File: src/rtl/br_pkg.sv
package br_pkg;
    localparam int XLEN       = 64;
    localparam int CRW        = 32;
    localparam int LI_W       = 24;
    localparam int BD_W       = 14;
    localparam int BO_W       = 5;
    localparam int BI_W       = 5;
    localparam int INSN_BYTES = 4;

    typedef enum logic [2:0] {
        K_IMM  = 3'd0,
        K_COND = 3'd1,
        K_LINK = 3'd2,
        K_CNT  = 3'd3,
        K_TGT  = 3'd4
    } br_kind_e;

    typedef struct packed {
        logic            nia_ok;
        logic [XLEN-1:0] nia;
        logic            cnt_ok;
        logic [XLEN-1:0] cnt;
        logic            lr_ok;
        logic [XLEN-1:0] lr;
    } br_result_t;

    function automatic logic [XLEN-1:0] clear_low2(input logic [XLEN-1:0] a);
        return {a[XLEN-1:2], 2'b00};
    endfunction
endpackage

File: src/rtl/br_target.sv
module br_target
    import br_pkg::*;
#(
    parameter int W   = XLEN,
    parameter int LIW = LI_W,
    parameter int BDW = BD_W
) (
    input  logic [2:0]   kind,
    input  logic         abs_sel,
    input  logic [LIW-1:0] disp,
    input  logic [W-1:0] cia,
    input  logic [W-1:0] spr1,
    input  logic [W-1:0] spr2,
    output logic [W-1:0] target
);
    localparam int LI_PAD = W - LIW - 2;
    localparam int BD_PAD = W - BDW - 2;

    logic [W-1:0] off_long, off_short, off_sel, rel_or_abs;

    always_comb begin
        off_long  = {{LI_PAD{disp[LIW-1]}}, disp, 2'b00};
        off_short = {{BD_PAD{disp[BDW-1]}}, disp[BDW-1:0], 2'b00};
        off_sel   = (kind == K_IMM) ? off_long : off_short;
        rel_or_abs = abs_sel ? off_sel : cia + off_sel;
        case (kind)
            K_IMM, K_COND: target = rel_or_abs;
            K_CNT:         target = clear_low2(spr1);
            K_LINK, K_TGT: target = clear_low2(spr2);
            default:       target = cia + W'(INSN_BYTES);
        endcase
    end
endmodule

File: src/rtl/br_cond.sv
module br_cond
    import br_pkg::*;
#(
    parameter int W   = XLEN,
    parameter int CW  = CRW,
    parameter int BOW = BO_W,
    parameter int BIW = BI_W
) (
    input  logic [2:0]     kind,
    input  logic [BOW-1:0] bo,
    input  logic [BIW-1:0] bi,
    input  logic [CW-1:0]  cr,
    input  logic [W-1:0]   spr1,
    output logic           take,
    output logic           dec_en,
    output logic [W-1:0]   cnt_next
);
    logic [BIW-1:0] idx;
    logic cond_ok, ctr_ok, cond_bit;

    always_comb begin
        idx      = BIW'(CW - 1) - bi;
        cond_bit = cr[idx];
        dec_en   = (kind == K_COND || kind == K_LINK || kind == K_TGT) && !bo[2];
        cnt_next = spr1 - W'(1);
        ctr_ok   = !dec_en || ((cnt_next == '0) == bo[1]);
        cond_ok  = bo[4] || (cond_bit == bo[3]);
        case (kind)
            K_IMM:                        take = 1'b1;
            K_COND, K_LINK, K_CNT, K_TGT: take = ctr_ok && cond_ok;
            default:                      take = 1'b0;
        endcase
    end

    // the to-count form must never request a count write
    always_comb begin
        if (kind == K_CNT) a_no_cnt_dec_r7: assert (!dec_en);
    end
endmodule

File: src/rtl/br_exec_unit.sv
module br_exec_unit
    import br_pkg::*;
(
    input  logic        clk,
    input  logic        rst,
    input  logic        in_valid,
    output logic        in_ready,
    input  logic [2:0]  op_kind,
    input  logic        op_abs,
    input  logic        op_link,
    input  logic [4:0]  op_bo,
    input  logic [4:0]  op_bi,
    input  logic [1:0]  op_hint,
    input  logic [23:0] op_disp,
    input  logic [63:0] cia,
    input  logic [31:0] cr,
    input  logic [63:0] spr1,
    input  logic [63:0] spr2,
    output logic        out_valid,
    input  logic        out_ready,
    output logic        nia_ok,
    output logic [63:0] nia,
    output logic        cnt_ok,
    output logic [63:0] cnt,
    output logic        lr_ok,
    output logic [63:0] lr
);
    localparam int W = XLEN;

    logic         fire, take, dec_en;
    logic [W-1:0] target, cnt_next, seq_addr;
    br_result_t   nxt, res;
    logic         unused_hint;

    assign unused_hint = ^op_hint;
    assign in_ready = !out_valid || out_ready;
    assign fire     = in_valid && in_ready;
    assign seq_addr = cia + W'(INSN_BYTES);

    br_target #(.W(W), .LIW(LI_W), .BDW(BD_W)) u_tgt (
        .kind(op_kind), .abs_sel(op_abs), .disp(op_disp), .cia(cia),
        .spr1(spr1), .spr2(spr2), .target(target)
    );

    br_cond #(.W(W), .CW(CRW), .BOW(BO_W), .BIW(BI_W)) u_cond (
        .kind(op_kind), .bo(op_bo), .bi(op_bi), .cr(cr), .spr1(spr1),
        .take(take), .dec_en(dec_en), .cnt_next(cnt_next)
    );

    always_comb begin
        nxt.nia_ok = take;
        nxt.nia    = take ? target : seq_addr;
        nxt.cnt_ok = dec_en;
        nxt.cnt    = cnt_next;
        nxt.lr_ok  = op_link;
        nxt.lr     = seq_addr;
    end

    always_ff @(posedge clk) begin
        if (rst) begin
            out_valid <= 1'b0;
            res       <= '0;
        end else if (fire) begin
            out_valid <= 1'b1;
            res       <= nxt;
        end else if (out_ready) begin
            out_valid <= 1'b0;
        end
    end

    assign nia_ok = res.nia_ok;
    assign nia    = res.nia;
    assign cnt_ok = res.cnt_ok;
    assign cnt    = res.cnt;
    assign lr_ok  = res.lr_ok;
    assign lr     = res.lr;

    p_reset_r1: assert property (@(posedge clk) rst |=> !out_valid);

    p_imm_taken_r2: assert property (@(posedge clk) disable iff (rst)
        (fire && op_kind == K_IMM) |=> nia_ok);

    p_link_r3: assert property (@(posedge clk) disable iff (rst)
        fire |=> (lr_ok == $past(op_link)));

    p_aligned_r6: assert property (@(posedge clk) disable iff (rst)
        (fire && (op_kind == K_LINK || op_kind == K_TGT || op_kind == K_CNT) && take)
        |=> (nia[1:0] == 2'b00));

    p_hold_r10: assert property (@(posedge clk) disable iff (rst)
        (out_valid && !out_ready) |=> (out_valid && $stable(nia) && $stable(nia_ok)
                                       && $stable(cnt) && $stable(lr_ok)));
endmodule

File: config.mk
export PLATFORM = sky130hd
export DESIGN_NAME = br_exec_unit
export DESIGN_NICKNAME = d
export VERILOG_FILES = /design/src/rtl/br_pkg.sv /design/src/rtl/br_target.sv /design/src/rtl/br_cond.sv /design/src/rtl/br_exec_unit.sv
export SDC_FILE = /design/constraint.sdc
export NUM_CORES = 1
export LEC_CHECK = 0
export ABC_AREA = 1
export BUFFER_PORTS_ARGS = -buffer_cell sky130_fd_sc_hd__buf_2
export CAP_MARGIN = 20
export CORE_UTILIZATION = 50
export DETAILED_ROUTE_END_ITERATION = 12
export GPL_TIMING_DRIVEN = 0
export PLACE_DENSITY = 0.79
export REMOVE_ABC_BUFFERS = 1
export SETUP_SLACK_MARGIN = 0.1
export SLEW_MARGIN = 20
export SYNTH_ARGS = -nofsm -noshare
export SYNTH_HDL_FRONTEND = slang
export SYNTH_SLANG_ARGS = --single-unit
File: constraint.sdc
create_clock -name clk -period 4.1 [get_ports clk]
set_input_delay 0.82 -clock clk [delete_from_list [all_inputs] [get_ports clk]]
set_output_delay 0.82 -clock clk [all_outputs]
set_load 0.05 [all_outputs]
# Yosys cells after proc, flatten, opt, wreduce, memory -nomap -nowiden
# Cells that the tools add are included.
dict set report totals {
  ff_bits 196
  latch_bits 0
  mem_bits_rw 0
  rom_bits 0
  inputBits 269
  out_inout_bits 197
  word_cells 44
  n_memories 0
}
dict set report classes {
  addsub 4
  mul 0
  n_div 0
  magnitude_cmp 1
  eq_ne 6
  shift 0
  muxes 9
  bitwise 0
  reduce_logical 17
}
# operator count
set op_table {}
lappend op_table {{$mux W64} 3}
lappend op_table {{$pmux W64 S3} 1}
lappend op_table {{$add A64 B3 Y64 const B} 1}
lappend op_table {{$add A64 B64 Y64} 1}
lappend op_table {{$logic_not A64 Y1} 1}
lappend op_table {{$sub A64 B1 Y64 const B} 1}
lappend op_table {{$eq A3 B2 Y1 const B} 2}
lappend op_table {{$lt A5 B6 Y1 const B} 1}
lappend op_table {{$bmux W1 S5} 1}
lappend op_table {{$logic_or A1 B1 Y1} 5}
lappend op_table {{$sub A5 B5 Y5 const A} 1}
lappend op_table {{$reduce_or A2 Y1} 2}
lappend op_table {{$reduce_or A4 Y1} 1}
lappend op_table {{$eq A3 B1 Y1 const B} 1}
lappend op_table {{$eq A3 B3 Y1 const B} 1}
lappend op_table {{$logic_and A1 B1 Y1} 3}
lappend op_table {{$logic_not A1 Y1} 3}
lappend op_table {{$logic_not A3 Y1} 1}
lappend op_table {{$mux W1} 3}
lappend op_table {{$eq A1 B1 Y1} 2}
lappend op_table {{$pmux W1 S2} 1}
lappend op_table {{$reduce_bool A2 Y1} 1}

# Depth between registers and ports, before layout
dict set report depth {
  depth_word 9
  depth_mapped 24
  mapped_depth_nobuf 24
}

# By module
# Synthesis repeated with hierarchy kept, for this count alone.
dict set report hier_totals {
  hier_cells 4041
  hier_area_um2 22072.4
}
# module instances cells_per_inst area_per_inst_um2 seq_area_each_um2
set modules_own_cells {}
lappend modules_own_cells {br_target 1 2020 9803.2 0.0}
lappend modules_own_cells {br_exec_unit 1 1349 9213.8 3923.8}
lappend modules_own_cells {br_cond 1 672 3055.4 0.0}

# Least setup slack after synthesis
# OpenSTA, ideal clock, no wires.
dict set report synth_path {
  path_kind {input to register}
  start {in op_kind[1]}
  end {reg res, in the netlist nia[61]}
  setup_ns 0.132
  t_arrival_ns 4.213
  t_required_ns 3.968
  path_slack_ns -0.245
  stages 20
  n_path_buf 1
  cell_sequence {nor2_1 -> nand2_1 -> clkbuf_1 -> o21ai_0 -> inv_1 -> ha_1 -> nand2_1 -> nor2_1 -> inv_1 -> nor2_1 -> nand3_1 -> o21ai_0 -> nand2_1 -> o21ai_0 -> xor2_1 -> nand2_1 -> a21oi_1 -> nand2_1 -> nand3_1 -> a21oi_1}
}
dict set report synth_via {
  elab_chain_len 9
  word_cells_on_any_way 20
  cone_classes {add/sub: 1; eq/ne: 4; mux: 5; reduce/logical: 10}
}
# item line
set synth_lines {}
lappend synth_lines {{start, declared} br_exec_unit.sv:8} ;# input logic [2:0] op_kind,
lappend synth_lines {{branches (longest 8 deep; another with $add A64 B64 Y64)} -}
lappend synth_lines {{$mux W64 *} br_exec_unit.sv:52} ;# nxt.nia = take ? target : seq_addr;
lappend synth_lines {{end signal, assigned} br_exec_unit.sv:65} ;# res <= nxt;
lappend synth_lines {{end, declared} br_exec_unit.sv:32} ;# br_result_t nxt, res;
# Mark *: on every way between the ends.
# A chain may end at the register's enable or synchronous reset.

# Worst setup path after layout
dict set report layout_path {
  start {in spr1[0]}
  end {reg res, in the netlist nia[38]}
}
dict set report layout_via {
  elab_chain_len 7
}
# item line
set layout_lines {}
lappend layout_lines {{start, declared} br_exec_unit.sv:17} ;# input logic [63:0] spr1,
lappend layout_lines {{$sub A64 B1 Y64} br_cond.sv:25} ;# cnt_next = spr1 - W'(1);
lappend layout_lines {{named net cnt_next[0]} br_exec_unit.sv:31} ;# logic [W-1:0] target, cnt_next, seq_addr;
lappend layout_lines {{$logic_not A64 Y1} br_cond.sv:26} ;# ctr_ok = !dec_en || ((cnt_next == '0) == bo[1]);
lappend layout_lines {{$eq A1 B1 Y1} br_cond.sv:26}
lappend layout_lines {{$logic_or A1 B1 Y1} br_cond.sv:26}
lappend layout_lines {{$logic_and A1 B1 Y1} br_cond.sv:30} ;# K_COND, K_LINK, K_CNT, K_TGT: take = ctr_ok && cond_ok;
lappend layout_lines {{$pmux W1 S2} br_cond.sv:28} ;# case (kind)
lappend layout_lines {{$mux W64} br_exec_unit.sv:52}
# The timed path passes the listed nets, and every way through them passes these cells.

==> summary.md <==
| Metric | Value |
|---|---|
| Yosys top cell by area | `dfxtp_1` |
| Power share of the combinational group | `41.2%` |
| Die area | `~37000 um^2` |
| Clock buffer depth | `2` |
| Worst-path clk slew | `around 80 ps` |
| Xor and xnor area share after synthesis | `4.017%` |
| Syn avg cell area | `between 5 and 6 um^2` |
| GRT overflow | `0` |
| Hold WS | `462.8 ps` |
| Skew-Pair Late Insertion Delay | `roughly 490 ps` |
| Synth top area cells | `dfxtp_1, nand2_1, nor2_1` |
| Post-synth EDFFs | `0` |
| WP data required | `approximately 4500 ps` |
| Final setup vio count | `0` |
| Vias after detailed routing | `about 23000` |
| Simple-Gate Fraction of Synth Area | `between 30% and 40%` |
| Vias in the first global route | `about 21000` |
| Final ANT Viol Nets | `0` |
| Clk pwr share | `a little over a quarter` |
| R2R Setup Slk | `1070 ps` |
| Slowest stage delay, CP | `300 ps` |
| Syn Inst Count | `about 3100` |
| DRC Markers | `0` |
| Max VDD drop | `0.3394 mV` |
| Sw power | `~3 mW` |
| Post-Route WL | `around 79000 um` |
| Seq/Total Area, Yosys | `between 20% and 30%` |
| Switching Share | `between 40% and 50%` |
| Worst EP arrival | `4230 ps` |
| Commonest cells post-synth | `nand2_1, nor2_1, inv_1` |
| Die extent in x | `~190 um` |
| Power share of the sequential group | `approximately a third` |
| Root buf cell | `clkbuf_16` |
| Number of core rows | `between 60 and 70` |
| Slew Viols, Final | `0` |
| Cell-internal power | `about 3.8 mW` |
| PD cells | `315.7 nW/um^2` |
| Crit Path Category | `input pin to register` |
| Initial DRC Count | `approximately 2300` |
| Least-Margin Pin Slew | `about 1100 ps` |
| Total Nets Final | `a little under 4000` |
| Largest net degree at the start of global routing | `between 100 and 150` |
| Startpoint Class | `input pin` |
| Most frequent cell after synthesis | `nand2_1` |
| F_max | `between 200 and 300 MHz` |
| Top cell by count, worst path | `nand2_1` |
| GR Util All Layers | `between 40% and 50%` |
| RSZ-0062 raised after global routing | `true` |
| Setup ws final | `234.7 ps` |
| CTS buffer count | `17` |
| CP max FO | `11` |
| Slew HR | `approximately a quarter` |
| Num Clock Sinks | `about 200` |
| Predominant post-synthesis flop cell | `dfxtp_1` |
| Mux cell area share after synthesis | `0%` |
| Synth Area in Adders | `under 10%` |
| Boundary Pins | `about 470` |
| CTS Hold Bufs | `0` |
| Post-synth top area share | `21.95%` |
| Hold Crit Class | `register to register` |
| Worst clock skew | `10.86 ps` |
| Initial cell density of the core | `51.26%` |
| HPWL after detailed placement | `approximately 62000 um` |
| YS warnings | `0` |
| CP endpoint kind | `register` |
| Die Height | `191.1 um` |
| Hold Fails Final Rpt | `0` |
| CTS tree | `built` |
| GPL Wtd Cong | `1.018` |
| Yosys reg bits | `a little under 200` |
| Tot Pwr | `~6.8 mW` |
| Drt wl/cell | `between 15 and 20 um` |
| Leak Pwr | `roughly 11 nW` |
| H-tree depth | `4` |
| Largest family of logic cells by synthesized area | `simple AND/OR/NAND/NOR gates` |
| First-pass GRT wire length | `117500 um` |
| Via density | `roughly 5.7` |
| DRT Pass-1 Iters | `6` |
| Layout cell share with drive strength beyond 1 | `between 15 and 20%` |
| Max Cap Viol | `0` |
| Core ar. | `~35000 um^2` |
| Port bufs | `460` |
| P&R area growth vs syn | `19.90%` |
| Initial antenna violation count | `11` |
| Critical Path Slowest Stage Cell | `nor2_2` |
| Asr flop ratio synth | `0%` |
| Critical-path cell list | `buf_2 > inv_1 > ha_1 > nand2_2 > nor2_4 > nand2_1 > nor2_2 > nand2_1 > nand2_1 > nand2_1 > nor2_1 > nand2_1 > inv_1 > nand2_1 > nor2_1 > nand3_1 > nand2_1 > nand3_2 > nand3_4 > buf_4 > buf_4 > nand3_1 > nand3_1 > a21oi_1` |
| Status | `finished clean` |
| Compound-cell area share of the yosys netlist | `20.56%` |
| Minimum clock period | `a little under 4000 ps` |
| Post-synth cell types | `49` |
| Pre-CTS WS | `-2055 ps` |
| Syn Std Cell Area | `17880 um^2` |
| Fin crit share | `between 90% and 100%` |
## layout make-up
type	count	area (um^2)
Fill cell	3697	13450
Multi-Input combinational cell	2416	12130
Sequential cell	196	3924
Timing Repair Buffer	479	2580
Inverter	419	1599
Tap cell	455	569.3
Clock buffer	20	466.7
Clock inverter	12	140.1
Antenna cell	11	27.53
## cells by family after synthesis
group	after synthesis
flops	196
xor+xnor	82
compound gates	642
simple gates	1624
buf+inv	520
fa+ha+maj	65
## timing repair
item / CTS / global route
gates cloned: 3 / 0
endpoints found under the setup margin: 65 / 66
pin swaps: 3 / 1
buffers inserted: 5 / 7
gates resized for setup: 14 / 15
hold endpoints to repair: 0 / 0
## cell usage in the layout, fill, tap and decap left out, drive strengths merged, types with 3 or more instances in the layout
cell / Yosys / routed
a21o: 14 / 14
a21oi: 199 / 199
a221oi: 9 / 9
a31oi: 15 / 15
and2: 4 / 4
and3: 4 / 4
buf: 19 / 479
clkbuf: 82 / 20
clkinv: 2 / 4
clkinvlp: 0 / 3
dfxtp: 196 / 196
diode: 0 / 11
ha: 64 / 64
inv: 417 / 422
nand2: 780 / 782
nand3: 205 / 206
nand3b: 7 / 7
nand4: 26 / 26
nor2: 511 / 511
nor3: 52 / 52
nor4: 17 / 17
o211ai: 94 / 94
o21a: 9 / 9
o21ai: 266 / 266
o21bai: 4 / 4
o221ai: 20 / 20
o22ai: 3 / 3
or2: 16 / 16
xnor2: 18 / 18
xor2: 64 / 64
## metal layers
metal	GRT usage, %	wire length [um]	vias up
met4	21.58	4068	0
met1	55.18	32090	10385
met5	0	0	-
met3	8.794	8387	193
li1	-	-	11045
met2	65.82	34110	1240
## worst max-delay path: cells and delay by family
| kind | cells | cell delay, ps |
|---|---|---|
| buf+inv | 5 | 660 |
| fa+ha+maj | 1 | 270 |
| simple gates | 17 | 2370 |
| compound gates | 1 | 70 |
## metrics by stage
step	util (%)	cell area [um^2]	cells	setup TNS, ps
global route	61.46	21440	4008	0
floorplan	-	17460	3028	-249510
CTS	61.04	21290	3990	0
detailed placement	58.94	20560	3950	-95150
finish	61.46	21440	4008	0
global placement	58.27	20330	3943	-773110
## power by group through the flow
stage / registers (mW) / logic (mW) / clock network [mW]
floorplan: 2.74 / 1.23 / 0
global placement: 2.18 / 2.65 / 0
detailed placement: 2.18 / 2.65 / 0
CTS: 2.14 / 2.70 / 1.83
global route: 2.16 / 3.00 / 1.94
finish: 2.14 / 2.79 / 1.84
## sequential cells by signal (all words and copies together) (netlist names)
name / flops
cnt: 64
lr: 64
nia: 64
cnt_ok: 1
lr_ok: 1
nia_ok: 1
out_valid: 1
## worst paths after layout
| path | start | endpoint | cells after the start |
|---|---|---|---|
| worst max-delay path | spr1[0] | nia[38] | 24 |
| worst min-delay path | lr[1] | lr[1] | 2 |
| worst max register to register | out_valid | nia[26] | 8 |
| worst min register to register | lr[1] | lr[1] | 2 |
Note: power is estimated with default switching activity, not from simulation.
